===== config.mk =====
export PLATFORM = sky130hd
export DESIGN_NAME = wake_src_ctrl
export DESIGN_NICKNAME = d
export VERILOG_FILES = /design/src/rtl/wake_src_pkg.sv /design/src/rtl/wake_cfg_regs.sv /design/src/rtl/wake_sleep_fsm.sv /design/src/rtl/wake_cause_decode.sv /design/src/rtl/wake_src_ctrl.sv
export SDC_FILE = /design/constraint.sdc
export NUM_CORES = 1
export LEC_CHECK = 0
export BUFFER_PORTS_ARGS = -buffer_cell sky130_fd_sc_hd__buf_2
export CAP_MARGIN = 20
export CORE_UTILIZATION = 43
export CTS_BUF_LIST = sky130_fd_sc_hd__clkbuf_2 sky130_fd_sc_hd__clkbuf_4 sky130_fd_sc_hd__clkbuf_8
export DETAILED_ROUTE_END_ITERATION = 16
export PLACE_DENSITY = 0.86
export SYNTH_ARGS = -nofsm -noshare
export SYNTH_HDL_FRONTEND = slang
export SYNTH_SLANG_ARGS = --single-unit

===== constraint.sdc =====
create_clock -name clk -period 1.19 [get_ports clk]
set_clock_uncertainty 0.05 [all_clocks]
set_input_delay 0.238 -clock clk [delete_from_list [all_inputs] [get_ports clk]]
set_output_delay 0.238 -clock clk [all_outputs]
set_load 0.01 [all_outputs]

===== src/rtl/wake_src_pkg.sv =====
package wake_src_pkg;
    localparam int SRC_COUNT = 5;

    typedef enum logic [2:0] {
        SRC_EXT0  = 3'd0,
        SRC_EXT1  = 3'd1,
        SRC_TIMER = 3'd2,
        SRC_TOUCH = 3'd3,
        SRC_COPRO = 3'd4
    } src_e;

    typedef enum logic [2:0] {
        CAUSE_NONE  = 3'd0,
        CAUSE_EXT0  = 3'd1,
        CAUSE_EXT1  = 3'd2,
        CAUSE_TIMER = 3'd3,
        CAUSE_TOUCH = 3'd4,
        CAUSE_COPRO = 3'd5
    } cause_e;

    typedef enum logic [1:0] {
        RSP_OK        = 2'd0,
        RSP_BAD_STATE = 2'd1,
        RSP_BAD_ARG   = 2'd2
    } rsp_e;

    typedef enum logic [1:0] {
        ST_AWAKE  = 2'd0,
        ST_ASLEEP = 2'd1,
        ST_WOKEN  = 2'd2
    } sleep_st_e;
endpackage


===== src/rtl/wake_cfg_regs.sv =====
module wake_cfg_regs
    import wake_src_pkg::*;
(
    input  logic                 clk,
    input  logic                 rst_n,
    input  logic                 cmd_valid,
    input  logic                 cmd_clear,
    input  logic [2:0]           cmd_src,
    input  logic [1:0]           cmd_level,
    output logic                 rsp_valid,
    output rsp_e                 rsp_code,
    output logic [SRC_COUNT-1:0] trig_en,
    output logic                 ext0_level
);
    rsp_e                 verdict;
    logic [SRC_COUNT-1:0] next_en;
    logic                 next_lvl;
    logic                 excl_touchy;

    assign excl_touchy = trig_en[SRC_TOUCH] | trig_en[SRC_COPRO];

    always_comb begin
        verdict  = RSP_OK;
        next_en  = trig_en;
        next_lvl = ext0_level;
        if (cmd_src > SRC_COPRO) begin
            verdict = RSP_BAD_ARG;
        end else if (cmd_clear) begin
            next_en[cmd_src] = 1'b0;
        end else if (cmd_src == SRC_EXT0 && cmd_level[1]) begin
            verdict = RSP_BAD_ARG;
        end else if (cmd_src == SRC_EXT0 && excl_touchy) begin
            verdict = RSP_BAD_STATE;
        end else if ((cmd_src == SRC_TOUCH || cmd_src == SRC_COPRO) && trig_en[SRC_EXT0]) begin
            verdict = RSP_BAD_STATE;
        end else begin
            next_en[cmd_src] = 1'b1;
            if (cmd_src == SRC_EXT0) next_lvl = cmd_level[0];
        end
    end

    always_ff @(posedge clk or negedge rst_n) begin
        if (!rst_n) begin
            trig_en    <= '0;
            ext0_level <= 1'b0;
            rsp_valid  <= 1'b0;
            rsp_code   <= RSP_OK;
        end else begin
            rsp_valid <= cmd_valid;
            if (cmd_valid) begin
                rsp_code <= verdict;
                if (verdict == RSP_OK) begin
                    trig_en    <= next_en;
                    ext0_level <= next_lvl;
                end
            end
        end
    end

    assert_no_conflict_R3: assert property (@(posedge clk) disable iff (!rst_n)
        !(trig_en[SRC_EXT0] && (trig_en[SRC_TOUCH] || trig_en[SRC_COPRO])));

    assert_reject_keeps_mask_R2: assert property (@(posedge clk) disable iff (!rst_n)
        (rsp_valid && rsp_code != RSP_OK) |-> ($stable(trig_en) && $stable(ext0_level)));

    assert_rsp_one_cycle_R1: assert property (@(posedge clk) disable iff (!rst_n)
        cmd_valid |=> rsp_valid);
endmodule


===== src/rtl/wake_sleep_fsm.sv =====
module wake_sleep_fsm
    import wake_src_pkg::*;
#(
    parameter int EXT1_W = 8
) (
    input  logic                 clk,
    input  logic                 rst_n,
    input  logic                 sleep_enter,
    input  logic                 wake_strobe,
    input  logic [SRC_COUNT-1:0] wake_events,
    input  logic [SRC_COUNT-1:0] trig_en,
    input  logic [EXT1_W-1:0]    ext1_pins,
    output logic [SRC_COUNT-1:0] cause_vec,
    output logic [EXT1_W-1:0]    ext1_snap
);
    sleep_st_e state, state_nx;

    always_comb begin
        state_nx = state;
        unique case (state)
            ST_AWAKE:  if (sleep_enter) state_nx = ST_ASLEEP;
            ST_ASLEEP: if (wake_strobe) state_nx = ST_WOKEN;
            ST_WOKEN:  if (sleep_enter) state_nx = ST_ASLEEP;
            default:   state_nx = ST_AWAKE;
        endcase
    end

    always_ff @(posedge clk or negedge rst_n) begin
        if (!rst_n) state <= ST_AWAKE;
        else        state <= state_nx;
    end

    always_ff @(posedge clk or negedge rst_n) begin
        if (!rst_n) begin
            cause_vec <= '0;
            ext1_snap <= '0;
        end else begin
            unique case (state)
                ST_ASLEEP: if (wake_strobe) begin
                    cause_vec <= wake_events & trig_en;
                    ext1_snap <= ext1_pins;
                end
                ST_AWAKE, ST_WOKEN: if (sleep_enter) begin
                    cause_vec <= '0;
                    ext1_snap <= '0;
                end
                default: ;
            endcase
        end
    end

    assert_stray_strobe_ignored_R11: assert property (@(posedge clk) disable iff (!rst_n)
        (state != ST_ASLEEP && wake_strobe && !sleep_enter) |=> $stable(cause_vec));

    assert_capture_armed_only_R11: assert property (@(posedge clk) disable iff (!rst_n)
        (state == ST_ASLEEP && wake_strobe) |=> ((cause_vec & ~$past(trig_en)) == '0));

    assert_sleep_clears_R11: assert property (@(posedge clk) disable iff (!rst_n)
        (state != ST_ASLEEP && sleep_enter) |=> (cause_vec == '0));
endmodule


===== src/rtl/wake_cause_decode.sv =====
module wake_cause_decode
    import wake_src_pkg::*;
#(
    parameter int NUM_PADS = 10,
    parameter int EXT1_W   = 8,
    localparam int PAD_W   = $clog2(NUM_PADS + 1)
) (
    input  logic                 clk,
    input  logic                 rst_n,
    input  logic [SRC_COUNT-1:0] cause_vec,
    input  logic                 deep_sleep_rst,
    input  logic [NUM_PADS-1:0]  touch_meas_en,
    input  logic [EXT1_W-1:0]    ext1_snap,
    output cause_e               cause_code,
    output logic [PAD_W-1:0]     touch_pad,
    output logic [EXT1_W-1:0]    ext1_status
);
    always_comb begin
        cause_code = CAUSE_NONE;
        if (deep_sleep_rst) begin
            for (int i = SRC_COUNT - 1; i >= 0; i--) begin
                if (cause_vec[i]) cause_code = cause_e'(3'(i + 1));
            end
        end
    end

    always_comb begin
        touch_pad = PAD_W'(NUM_PADS);
        if (cause_code == CAUSE_TOUCH) begin
            for (int p = NUM_PADS - 1; p >= 0; p--) begin
                if (touch_meas_en[p]) touch_pad = PAD_W'(p);
            end
        end
    end

    assign ext1_status = (cause_code == CAUSE_EXT1) ? ext1_snap : '0;

    assert_gated_by_reset_R7: assert property (@(posedge clk) disable iff (!rst_n)
        (cause_code != CAUSE_NONE) |-> deep_sleep_rst);

    assert_code_range_R8: assert property (@(posedge clk) disable iff (!rst_n)
        cause_code <= CAUSE_COPRO);

    assert_pad_sentinel_R9: assert property (@(posedge clk) disable iff (!rst_n)
        (cause_code != CAUSE_TOUCH) |-> (touch_pad == PAD_W'(NUM_PADS)));

    assert_ext1_gated_R10: assert property (@(posedge clk) disable iff (!rst_n)
        (ext1_status != '0) |-> (cause_code == CAUSE_EXT1));
endmodule


===== src/rtl/wake_src_ctrl.sv =====
module wake_src_ctrl
    import wake_src_pkg::*;
#(
    parameter int NUM_PADS = 10,
    parameter int EXT1_W   = 8,
    localparam int PAD_W   = $clog2(NUM_PADS + 1)
) (
    input  logic                 clk,
    input  logic                 rst_n,
    input  logic                 cmd_valid,
    input  logic                 cmd_clear,
    input  logic [2:0]           cmd_src,
    input  logic [1:0]           cmd_level,
    output logic                 rsp_valid,
    output logic [1:0]           rsp_code,
    output logic [SRC_COUNT-1:0] trig_en,
    output logic                 ext0_level,
    input  logic                 sleep_enter,
    input  logic                 wake_strobe,
    input  logic [SRC_COUNT-1:0] wake_events,
    input  logic [EXT1_W-1:0]    ext1_pins,
    input  logic [NUM_PADS-1:0]  touch_meas_en,
    input  logic                 deep_sleep_rst,
    output logic [2:0]           cause_code,
    output logic [PAD_W-1:0]     touch_pad,
    output logic [EXT1_W-1:0]    ext1_status
);
    rsp_e                 rsp_e_w;
    cause_e               cause_e_w;
    logic [SRC_COUNT-1:0] cause_vec;
    logic [EXT1_W-1:0]    ext1_snap;

    wake_cfg_regs u_cfg (
        .clk        (clk),
        .rst_n      (rst_n),
        .cmd_valid  (cmd_valid),
        .cmd_clear  (cmd_clear),
        .cmd_src    (cmd_src),
        .cmd_level  (cmd_level),
        .rsp_valid  (rsp_valid),
        .rsp_code   (rsp_e_w),
        .trig_en    (trig_en),
        .ext0_level (ext0_level)
    );

    wake_sleep_fsm #(.EXT1_W(EXT1_W)) u_fsm (
        .clk         (clk),
        .rst_n       (rst_n),
        .sleep_enter (sleep_enter),
        .wake_strobe (wake_strobe),
        .wake_events (wake_events),
        .trig_en     (trig_en),
        .ext1_pins   (ext1_pins),
        .cause_vec   (cause_vec),
        .ext1_snap   (ext1_snap)
    );

    wake_cause_decode #(.NUM_PADS(NUM_PADS), .EXT1_W(EXT1_W)) u_dec (
        .clk            (clk),
        .rst_n          (rst_n),
        .cause_vec      (cause_vec),
        .deep_sleep_rst (deep_sleep_rst),
        .touch_meas_en  (touch_meas_en),
        .ext1_snap      (ext1_snap),
        .cause_code     (cause_e_w),
        .touch_pad      (touch_pad),
        .ext1_status    (ext1_status)
    );

    assign rsp_code   = rsp_e_w;
    assign cause_code = cause_e_w;
endmodule


==> impl_metrics.toml <==
[status]
status = "finished, violations left"
violations = "setup timing"

[synthesis]
synth-xor-area-share = 0
syn_area_um2 = 1270
synth_edf_count = 0
synthCells = 116
yosys.area_share.simple = 0.191
synth_top_family_by_area = "compound AO/OA/AOI/OAI gates"
synthAdderAreaFrac = 0
synthMuxAreaShare = 0.0118
yosysWarnings = 0
ys_ff_latch = 24
synth_nets = 151
synth_compound_area_frac = 0.264
ys_seq_area_frac = 0.474
avgSynthCellArea_um2 = 10.9
yosys.cell_types.count = 38
ys_async_sr_fraction = 1.00
synth_ff_type = "dfrtp_1"

[route]
vias = 1316
ant_nets = 0
wirelength_um = 3440
drc = 0
routedWlPerCell_um = 14.7
drtIter0Drc = 56
drt-pass1-iter-count = 4
routed_via_density = 5.65

[grt]
antenna_found_initial = 0
grt_pass1_vias = 1309
grt_max_degree = 25
grt_usage = 0.238
grt_pass1_wl_um = 5820
grt_overflow = 0

[clock_tree]
cts-root-buf = "clkbuf_4"
cts.htree.levels = 1
cts_inserted_buffers = 3
cts_tree = "yes"
cts.clk_slew.worst_paths_ns = 0.14
clock-sinks = 24
cts.path.max_buffers = 2
worst_skew_pair.late_latency_ns = 0.32

[finish]
nNetsFinal = 238
synthToLayoutAreaGrowth_pct = 54.0
diodes = 0
multiInputGateArea_um2 = 663
fillers = 220
final-seq-area_um2 = 601
drive_gt1_frac = 0.554

[power_and_ir_drop]
leakage_nw = 0.979
ir_worst_vdd_v = 0.00102
total_power_w = 0.00265
powerDensity_nw_per_um2 = 1360

[timing]
max-slew-margin-rel = 0.649
min_period_over_period = 1.47
timing.final.ws_setup_ns = -0.564
final_hold_viol_count = 0
tightest_slew_ns = 0.526
timing.hold.ws_ns = 0.0459
period_needed_ns = 1.75
fmax_mhz = 570
setup_viol = 27
rsz0062_at_grt = "yes"
slew_viol_final = 0

[worst_setup_path]
reg2reg_slack_ns = -0.10
critPathCaptureType = "output pin"
cp-start-kind = "flip-flop"
worst-path-max-fanout = 3
crit_type = "reg -> out"
worst-endpoint-arrival_ns = 1.47
cp.required_ns = 0.90

[die]
rows = 19
io_pins = 59
die_area_um2 = 3170
start_util = 0.456
die_h_um = 56.3
die_x_um = 56.3
coreArea_um2 = 2780

[placed_design]
dp_hpwl_um = 2600
port_buffers = 58
place.gp.congestion = 0.850
place_ws_ns = -0.332

[flow_run]
maxCapViolCount = 0

[worst_hold_path]
hold_class = "in -> reg"
critical path, cell delays in order (launching register included):
cell and delay, ns:
dfrtp_1 0.40, nand2b_4 0.15, nor3_4 0.13, nand2_2 0.11, a2111oi_4 0.19, buf_2 0.18
logic make-up after synthesis:
logic type | after synthesis
AO/OA/AOI/OAI | 41
AND/OR/NAND/NOR | 36
flip-flops | 24
buffers and inverters | 14
multiplexers | 1
timing repair:
item	CTS	global route
setup buffers	6	4
pin swaps	9	4
hold buffers	1	0
cloned	0	0
hold endpoints to repair	24	0
endpoints found under the setup margin	29	36
resized for setup	16	7
cell usage after synthesis (2+ instances only):
master    instances  area share
and2_1            8       0.039
o21ai_0           5       0.020
a32o_1            5       0.039
buf_6             3       0.027
a41oi_1           5       0.035
nand2b_1          2      0.0099
o21a_1            3       0.018
inv_1            10       0.030
nor4_1            2      0.0099
nor2_1            9       0.027
and3b_2           2       0.016
nand2_1           3      0.0089
a21oi_1           3       0.012
dfrtp_1          24        0.47
a22o_1            9       0.062
worst paths after layout:
kind | startpoint | end | cells after the start
min reg2reg | u_cfg.rsp_code[1] | u_cfg.rsp_code[1] | 1
max | u_fsm.cause_vec[0] | touch_pad[0] | 5
min in group asynchronous | rst_n | u_cfg.rsp_valid | 2
min | wake_strobe | u_fsm.state[0] | 2
max reg2reg | flip-flop | u_cfg.ext0_level | 3
max in group asynchronous | rst_n | u_fsm.cause_vec[0] | 2
area by class of cell:
type / instances / area share
timing repair buffer: 86 / 0.287
tap: 31 / 0.0199
inverter: 10 / 0.0192
multi-input combinational: 78 / 0.340
clock inverter: 1 / 0.0154
sequential: 24 / 0.308
clock buffer: 3 / 0.0115
power by group:
part / total [W] / internal (W) / switching [W]
sequential: 0.00109 / 0.000972 / 0.000121
clock: 0.000588 / 0.000341 / 0.000247
combinational: 0.000969 / 0.000534 / 0.000435
total: 0.00265 / 0.00185 / 0.000803
layout by cell type (no fill, tap or decap), types with 2 or more instances in the layout:
cell type / n
nand2_1: 2
dfrtp_1: 24
o21a_1: 3
a22o_1: 9
and2_4: 2
a32o_1: 5
o21ai_0: 4
buf_4: 21
and2_1: 6
clkbuf_4: 3
inv_1: 10
nor2_1: 6
buf_6: 9
nand2b_4: 2
buf_2: 54
and3b_2: 2
a21oi_1: 2
nor2_4: 3
a41oi_1: 5
a21oi_4: 2
nor4_1: 2
per-layer routing:
layer / wire length, µm / part of all wire / global-route usage
met1: 1390 / 0.41 / 0.277
met2: 1780 / 0.52 / 0.442
met3: 196 / 0.057 / 0.0415
met4: 67 / 0.020 / 0.0732
met5: 0 / 0 / 0
metrics by stage:
stage | std cells | utilization | TNS, ns | area [µm²]
global placement | 222 | 0.631 | -1.84 | 1760
detailed placement | 222 | 0.631 | -2.22 | 1760
floorplan | 116 | - | -0.542 | 1290
global route | 233 | 0.702 | -9.90 | 1950
CTS | 231 | 0.683 | -7.85 | 1900
finish | 233 | 0.702 | -8.04 | 1950
(Power assumes the default switching activity.)
